`config.mk`:
```
export PLATFORM = sky130hd
export DESIGN_NAME = disp_sync_gen
export DESIGN_NICKNAME = d
export VERILOG_FILES = /design/src/rtl/disp_sync_pkg.sv /design/src/rtl/disp_axis_cnt.sv /design/src/rtl/disp_timing_regs.sv /design/src/rtl/disp_sync_shape.sv /design/src/rtl/disp_vblank_cnt.sv /design/src/rtl/disp_sync_gen.sv
export SDC_FILE = /design/constraint.sdc
export NUM_CORES = 1
export LEC_CHECK = 0
export CAP_MARGIN = 20
export CORE_MARGIN = 2
export CORE_UTILIZATION = 45
export DETAILED_ROUTE_END_ITERATION = 12
export PLACE_DENSITY_LB_ADDON = 0.3
export SYNTH_ARGS = -nofsm -noshare
export SYNTH_HDL_FRONTEND = slang
export SYNTH_SLANG_ARGS = --single-unit
```
`constraint.sdc`:
```
create_clock -name clk -period 6.7 [get_ports clk]
set_input_delay 0.67 -clock clk [delete_from_list [all_inputs] [get_ports clk]]
set_output_delay 0.67 -clock clk [all_outputs]
set_load 0.02 [all_outputs]
```
`src/rtl/disp_sync_pkg.sv`:
```
package disp_sync_pkg;
  localparam int REG_W    = 32;
  localparam int FLD_HI   = 16;
  localparam int N_TIMING = 4;
  // timing word slots
  localparam int SLOT_HDISP = 0;
  localparam int SLOT_HSYNC = 1;
  localparam int SLOT_VDISP = 2;
  localparam int SLOT_VSYNC = 3;
  // sync word control bits
  localparam int B_SYNC_INV = 31;
  localparam int B_SYNC_EN  = 30;
  // output-control bits
  localparam int B_DATA_EN  = 0;
  localparam int B_DE_INV   = 1;
  localparam int B_CK_EN    = 8;
  localparam int B_CK_INV   = 9;
endpackage

```
`src/rtl/disp_axis_cnt.sv`:
```
module disp_axis_cnt #(
  parameter int W = 13
) (
  input  logic         clk,
  input  logic         rst_n,
  input  logic         adv,
  input  logic [W-1:0] total,
  output logic [W-1:0] cnt,
  output logic         wrap
);
  logic [W-1:0] cnt_q, cnt_d;
  logic [W:0]   nxt;
  logic         at_end;

  always_comb begin
    nxt    = {1'b0, cnt_q} + {{W{1'b0}}, 1'b1};
    at_end = nxt >= {1'b0, total};
    wrap   = adv & at_end;
    cnt_d  = at_end ? '0 : nxt[W-1:0];
  end

  always_ff @(posedge clk or negedge rst_n) begin
    if (!rst_n)   cnt_q <= '0;
    else if (adv) cnt_q <= cnt_d;
  end

  assign cnt = cnt_q;

  // the counter never leaves its range
  p_cnt_bound_r1: assert property (@(posedge clk) disable iff (!rst_n)
    (total != '0) |-> (cnt_q < total));
  // the counter only steps by one or returns to zero
  p_cnt_step_r1: assert property (@(posedge clk) disable iff (!rst_n)
    (cnt_q != $past(cnt_q)) |-> ((cnt_q == $past(cnt_q) + 1'b1) || (cnt_q == '0)));
endmodule

```
`src/rtl/disp_timing_regs.sv`:
```
module disp_timing_regs
  import disp_sync_pkg::*;
#(
  parameter int N  = N_TIMING,
  parameter int DW = REG_W
) (
  input  logic                 clk,
  input  logic                 rst_n,
  input  logic [N-1:0]         we,
  input  logic [DW-1:0]        wdata,
  input  logic                 commit,
  output logic [N-1:0][DW-1:0] act
);
  logic [N-1:0][DW-1:0] pend_q, pend_d, act_q, act_d;

  for (genvar i = 0; i < N; i++) begin : g_slot
    always_comb begin
      pend_d[i] = we[i] ? wdata : pend_q[i];
      act_d[i]  = pend_q[i];
    end

    always_ff @(posedge clk or negedge rst_n) begin
      if (!rst_n)     pend_q[i] <= '0;
      else if (we[i]) pend_q[i] <= pend_d[i];
    end

    always_ff @(posedge clk or negedge rst_n) begin
      if (!rst_n)      act_q[i] <= '0;
      else if (commit) act_q[i] <= act_d[i];
    end
  end

  assign act = act_q;

  // working timing only changes on a frame-start edge
  p_commit_frame_r6: assert property (@(posedge clk) disable iff (!rst_n)
    !$stable(act_q) |-> $past(commit));
endmodule

```
`src/rtl/disp_sync_shape.sv`:
```
module disp_sync_shape #(
  parameter int W = 13
) (
  input  logic [W-1:0] pos,
  input  logic [W-1:0] start,
  input  logic [W-1:0] stop,
  input  logic         en,
  input  logic         inv,
  output logic         level
);
  logic in_win;

  always_comb begin
    in_win = (pos >= start) && (pos < stop);
    level  = inv ^ (en & in_win);
  end
endmodule

```
`src/rtl/disp_vblank_cnt.sv`:
```
module disp_vblank_cnt #(
  parameter int CW = 32
) (
  input  logic          clk,
  input  logic          rst_n,
  input  logic          pulse,
  output logic [CW-1:0] cnt
);
  logic [CW-1:0] cnt_q, cnt_d;

  always_comb cnt_d = cnt_q + {{(CW-1){1'b0}}, 1'b1};

  always_ff @(posedge clk or negedge rst_n) begin
    if (!rst_n)     cnt_q <= '0;
    else if (pulse) cnt_q <= cnt_d;
  end

  assign cnt = cnt_q;

  // each pulse adds exactly one
  p_vb_inc_r7: assert property (@(posedge clk) disable iff (!rst_n)
    pulse |=> (cnt_q == $past(cnt_q) + 1'b1));
  // no pulse, no change
  p_vb_hold_r7: assert property (@(posedge clk) disable iff (!rst_n)
    !pulse |=> $stable(cnt_q));
endmodule

```
`src/rtl/disp_sync_gen.sv`:
```
module disp_sync_gen
  import disp_sync_pkg::*;
#(
  parameter int HW    = 13,
  parameter int VW    = 12,
  parameter int CNT_W = 32
) (
  input  logic             clk,
  input  logic             rst_n,
  input  logic             hdisp_we,
  input  logic             hsync_we,
  input  logic             vdisp_we,
  input  logic             vsync_we,
  input  logic             outctl_we,
  input  logic [31:0]      wdata,
  output logic             hsync,
  output logic             vsync,
  output logic             de,
  output logic             vblank,
  output logic             clk_out_en,
  output logic             clk_out_inv,
  output logic [31:0]      scan_pos,
  output logic [CNT_W-1:0] vblank_count
);
  localparam int POS_W = REG_W / 2;

  logic [N_TIMING-1:0]            tw_we;
  logic [N_TIMING-1:0][REG_W-1:0] act;
  logic [HW-1:0] x, h_act, h_tot, hs_start, hs_stop;
  logic [VW-1:0] y, v_act, v_tot, vs_start, vs_stop;
  logic          h_wrap, v_wrap, area;
  logic [3:0]    oc_q, oc_d;
  logic          unused_bits;

  assign tw_we = {vsync_we, vdisp_we, hsync_we, hdisp_we};

  disp_timing_regs #(.N(N_TIMING), .DW(REG_W)) u_regs (
    .clk(clk), .rst_n(rst_n), .we(tw_we), .wdata(wdata),
    .commit(v_wrap), .act(act));

  always_comb begin
    h_act    = act[SLOT_HDISP][HW-1:0];
    h_tot    = act[SLOT_HDISP][FLD_HI+HW-1:FLD_HI];
    hs_start = act[SLOT_HSYNC][HW-1:0];
    hs_stop  = act[SLOT_HSYNC][FLD_HI+HW-1:FLD_HI];
    v_act    = act[SLOT_VDISP][VW-1:0];
    v_tot    = act[SLOT_VDISP][FLD_HI+VW-1:FLD_HI];
    vs_start = act[SLOT_VSYNC][VW-1:0];
    vs_stop  = act[SLOT_VSYNC][FLD_HI+VW-1:FLD_HI];
  end

  assign unused_bits = ^act;

  disp_axis_cnt #(.W(HW)) u_hcnt (
    .clk(clk), .rst_n(rst_n), .adv(1'b1), .total(h_tot), .cnt(x), .wrap(h_wrap));

  disp_axis_cnt #(.W(VW)) u_vcnt (
    .clk(clk), .rst_n(rst_n), .adv(h_wrap), .total(v_tot), .cnt(y), .wrap(v_wrap));

  disp_sync_shape #(.W(HW)) u_hs (
    .pos(x), .start(hs_start), .stop(hs_stop),
    .en(act[SLOT_HSYNC][B_SYNC_EN]), .inv(act[SLOT_HSYNC][B_SYNC_INV]), .level(hsync));

  disp_sync_shape #(.W(VW)) u_vs (
    .pos(y), .start(vs_start), .stop(vs_stop),
    .en(act[SLOT_VSYNC][B_SYNC_EN]), .inv(act[SLOT_VSYNC][B_SYNC_INV]), .level(vsync));

  // output control: {ck_inv, ck_en, de_inv, data_en}
  always_comb oc_d = {wdata[B_CK_INV], wdata[B_CK_EN], wdata[B_DE_INV], wdata[B_DATA_EN]};

  always_ff @(posedge clk or negedge rst_n) begin
    if (!rst_n)         oc_q <= '0;
    else if (outctl_we) oc_q <= oc_d;
  end

  always_comb begin
    area        = (x < h_act) && (y < v_act);
    de          = oc_q[1] ^ (oc_q[0] & area);
    clk_out_en  = oc_q[2];
    clk_out_inv = oc_q[3];
    vblank      = (x == '0) && (y == v_act) && (v_act < v_tot);
    scan_pos    = {{(POS_W-HW){1'b0}}, x, {(POS_W-VW){1'b0}}, y};
  end

  disp_vblank_cnt #(.CW(CNT_W)) u_vbc (
    .clk(clk), .rst_n(rst_n), .pulse(vblank), .cnt(vblank_count));

  // the pulse lasts a single clock unless a line is one pixel long
  p_vb_single_r7: assert property (@(posedge clk) disable iff (!rst_n)
    (vblank && h_tot > 1) |=> !vblank);
  // data enable off while the output-control word gates it off
  p_de_gate_r4: assert property (@(posedge clk) disable iff (!rst_n)
    !oc_q[0] |-> (de == oc_q[1]));
endmodule

```
==> flow_summary_export.csv <==
group,metric,value,unit
pwr,ir_drop,0.000287,V
clocking,cts-resized-gates,0,
global_routing,grt_pass1_wl,49400,um
clocking,postCtsHoldBufs,0,
clocking,cts_setup_buffers,0,
clocking,clk_path_buf_depth,3,
timing,max-slew-margin-rel,0.260,
synthesis,ys_warn_count,0,
synthesis,yosys.cell_types.count,61,
finish,layout.nets,1355,
clocking,clk-insertion-delay-late,0.55,ns
die,fp.dieW,179,um
setup_path,cp_max_fo,104,
timing,hold_viol,0,
routing,first_iter_violations,485,
routing,viasPerCell,5.37,
global_routing,grt_max_degree,181,
routing,drt_first_pass_iters,4,
pwr,p_per_area,346,nW/um^2
synthesis,synth_edf_count,0,
timing,min_period,4.55,ns
clocking,path_clk_slew,0.06,ns
global_routing,gr-usage-met3,0.0290,
finish,layout_common_cells,"dfrtp_1 (269), mux2_2 (153), ha_1 (112), inv_1 (109), clkdlybuf4s50_1 (96)",
clocking,tritoncts,"built",
setup_path,crit_arrival,4.97,ns
die,rows,63,
setup_path,cp-start-kind,"register",
die,die_area,31900,um^2
routing,drtAntennaViolNets,0,
clocking,clkSinkCount,269,
routing,wirelength,30700,um
flow_run,cap_violations,0,
worst_hold_path,hp-class,"in -> async",
global_routing,grt_busiest_layer,"met2",
pwr,leakage,7.61,nW
routing,vias,8676,
synthesis,async_flop_share,1.00,
routing,drcViolationCount,0,
setup_path,slowest_stage,"nand2_8",
die,die_h,179,um
setup_path,crit_type,"reg -> reg",
setup_path,cp-end-kind,"register",
synthesis,synthCells,1102,
global_routing,use_met1,0.287,
timing,clock_skew,0.0154,ns
global_routing,grtUsageTotal,0.200,
global_routing,grt-ovfl-total,0,
synthesis,synth_flop_cell,"dfrtp_1",
placed_design,hpwl,21000,um
timing,fmax,220,MHz
clocking,cts.htree.levels,1,
synthesis,synth.avg_cell_area,12.4,um^2
clocking,cts-buffers-inserted,29,
finish,area_delta_synth_final,16.7,%
timing,slew_viol_final,0,
timing,rsz0062_at_grt,"no",
die,num_io_pins,109,
global_routing,grt_util_met2,0.317,
routing,wl_per_cell,19.0,um
finish,postLayoutCoreUtil,0.537,
timing,fin_crit_sh,0.680,
outcome,outcome,"completed",
die,core,29800,um^2
die,initial_core_util,0.460,
timing,tightestPinTransition,1.11,ns
global_routing,grt_pass1_vias,8897,
setup_path,cp_cell_sequence,"ha_1, nand3_1, nor2_1, nand4_1, xnor2_1, ha_1, nand4_1, or3_1, o211ai_2, nand2_8, mux2_2",
setup_path,crit_buf_inv,0,
synthesis,ys_ff_latch,269,
finish,fillers,2540,
finish,final_common_cell,"dfrtp_1",
synthesis,yosysSeqAreaShare,0.491,
global_routing,antenna_found_initial,0,
clocking,root_buffer,"clkbuf_16",
setup_path,crit_required,7.11,ns
finish,drive_above_1_share,0.232,
setup_path,slowest_delay,0.75,ns
synthesis,syn_area,13700,um^2
setup_path,crit_family,"simple AND/OR/NAND/NOR gates",
placed_design,gp_congestion,0.834,
timing,setup_violations,0,
placed_design,io_buffers,97,
timing,setup_tns,0,ns
[power breakdown]
part | internal (mW) | switching [mW]
combinational | 0.835 | 0.814
sequential | 1.96 | 0.287
clock | 0.985 | 0.655
[cells in the mapped netlist, types with 3 or more instances]
master	count	area share
nand3_1	26	0.0095
clkbuf_1	13	0.0036
nor4_1	9	0.0041
mux2_2	153	0.13
and2_1	14	0.0064
buf_4	7	0.0038
o211ai_1	6	0.0033
a21o_1	7	0.0038
nand2_1	40	0.011
o21a_1	3	0.0016
nor2b_1	8	0.0037
nand4_1	23	0.011
or3_1	4	0.0018
dfrtp_1	269	0.49
a22o_1	7	0.0045
a31o_2	4	0.0026
mux2_4	60	0.066
buf_2	7	0.0026
and3_1	10	0.0046
nor3_1	15	0.0055
buf_8	6	0.0066
o21ai_0	23	0.0084
and4_1	3	0.0019
nor2_1	30	0.0082
a21oi_1	32	0.012
ha_1	112	0.10
buf_1	3	0.00082
xnor2_1	32	0.020
a211oi_1	7	0.0038
xor2_1	23	0.015
inv_1	109	0.030
[cell type report]
type / instances / area (um^2) / share of cell area
repair buffers: 103 / 1030 / 0.0646
multi-input cells: 692 / 6340 / 0.396
well taps: 390 / 488 / 0.0305
flip-flops and latches: 269 / 6730 / 0.421
clock buffers: 40 / 837 / 0.0523
clock inverters: 13 / 151 / 0.00947
inverters: 109 / 409 / 0.0256
diodes: 1 / 2.50 / 0.000156
[kinds of logic after synthesis]
| kind of cell | share of synthesized area |
|---|---|
| other | 0.000274 |
| buffers and inverters | 0.0488 |
| multiplexers | 0.191 |
| XOR/XNOR | 0.0352 |
| AND/OR/NAND/NOR | 0.0803 |
| adder cells (fa/ha/maj) | 0.102 |
| flip-flops | 0.491 |
| AO/OA/AOI/OAI | 0.0505 |
[registers in the layout (all words and copies together) (netlist names)]
register	cells
u_regs.act	104
u_regs.act_d	104
u_vbc.cnt	32
u_hcnt.cnt	13
u_vcnt.cnt	12
oc_q	4
[per-stage QoR]
stage / hold WS (ns) / setup WS [ns] / cells / total power [mW] / area [um^2]
2_1_floorplan: 0.374 / 3.23 / 1108 / 3.36 / 13700
3_3_place_gp: 0.455 / 2.17 / 1563 / 3.87 / 15000
3_5_place_dp: 0.460 / 2.14 / 1563 / 3.94 / 15000
4_1_cts: 0.166 / 2.14 / 1616 / 5.60 / 16000
5_1_grt: 0.198 / 1.88 / 1616 / 5.91 / 16000
6_report: 0.140 / 2.15 / 1617 / 5.54 / 16000
[worst paths after layout]
check | startpoint | endpoint | slack [ns] | depth (start not counted)
min in group clk | u_vbc.cnt[31] | u_vbc.cnt[31] | 0.46 | 1
min | rst_n | u_regs.act[126] | 0.14 | 1
max in group asynchronous | rst_n | u_regs.act[2] | 5.10 | 2
max reg2reg | u_hcnt.cnt[1] | u_regs.act[26] | 2.15 | 11
max | u_hcnt.cnt[1] | u_regs.act[26] | 2.15 | 11
min reg2reg | u_vbc.cnt[31] | u_vbc.cnt[31] | 0.46 | 1
[per-layer routing]
layer	share of wire	up-vias
li1	-	4051
met1	0.46	4411
met5	0	-
met4	0.026	0
met2	0.46	169
met3	0.053	45
No activity file was read; power rests on OpenSTA's default activity.
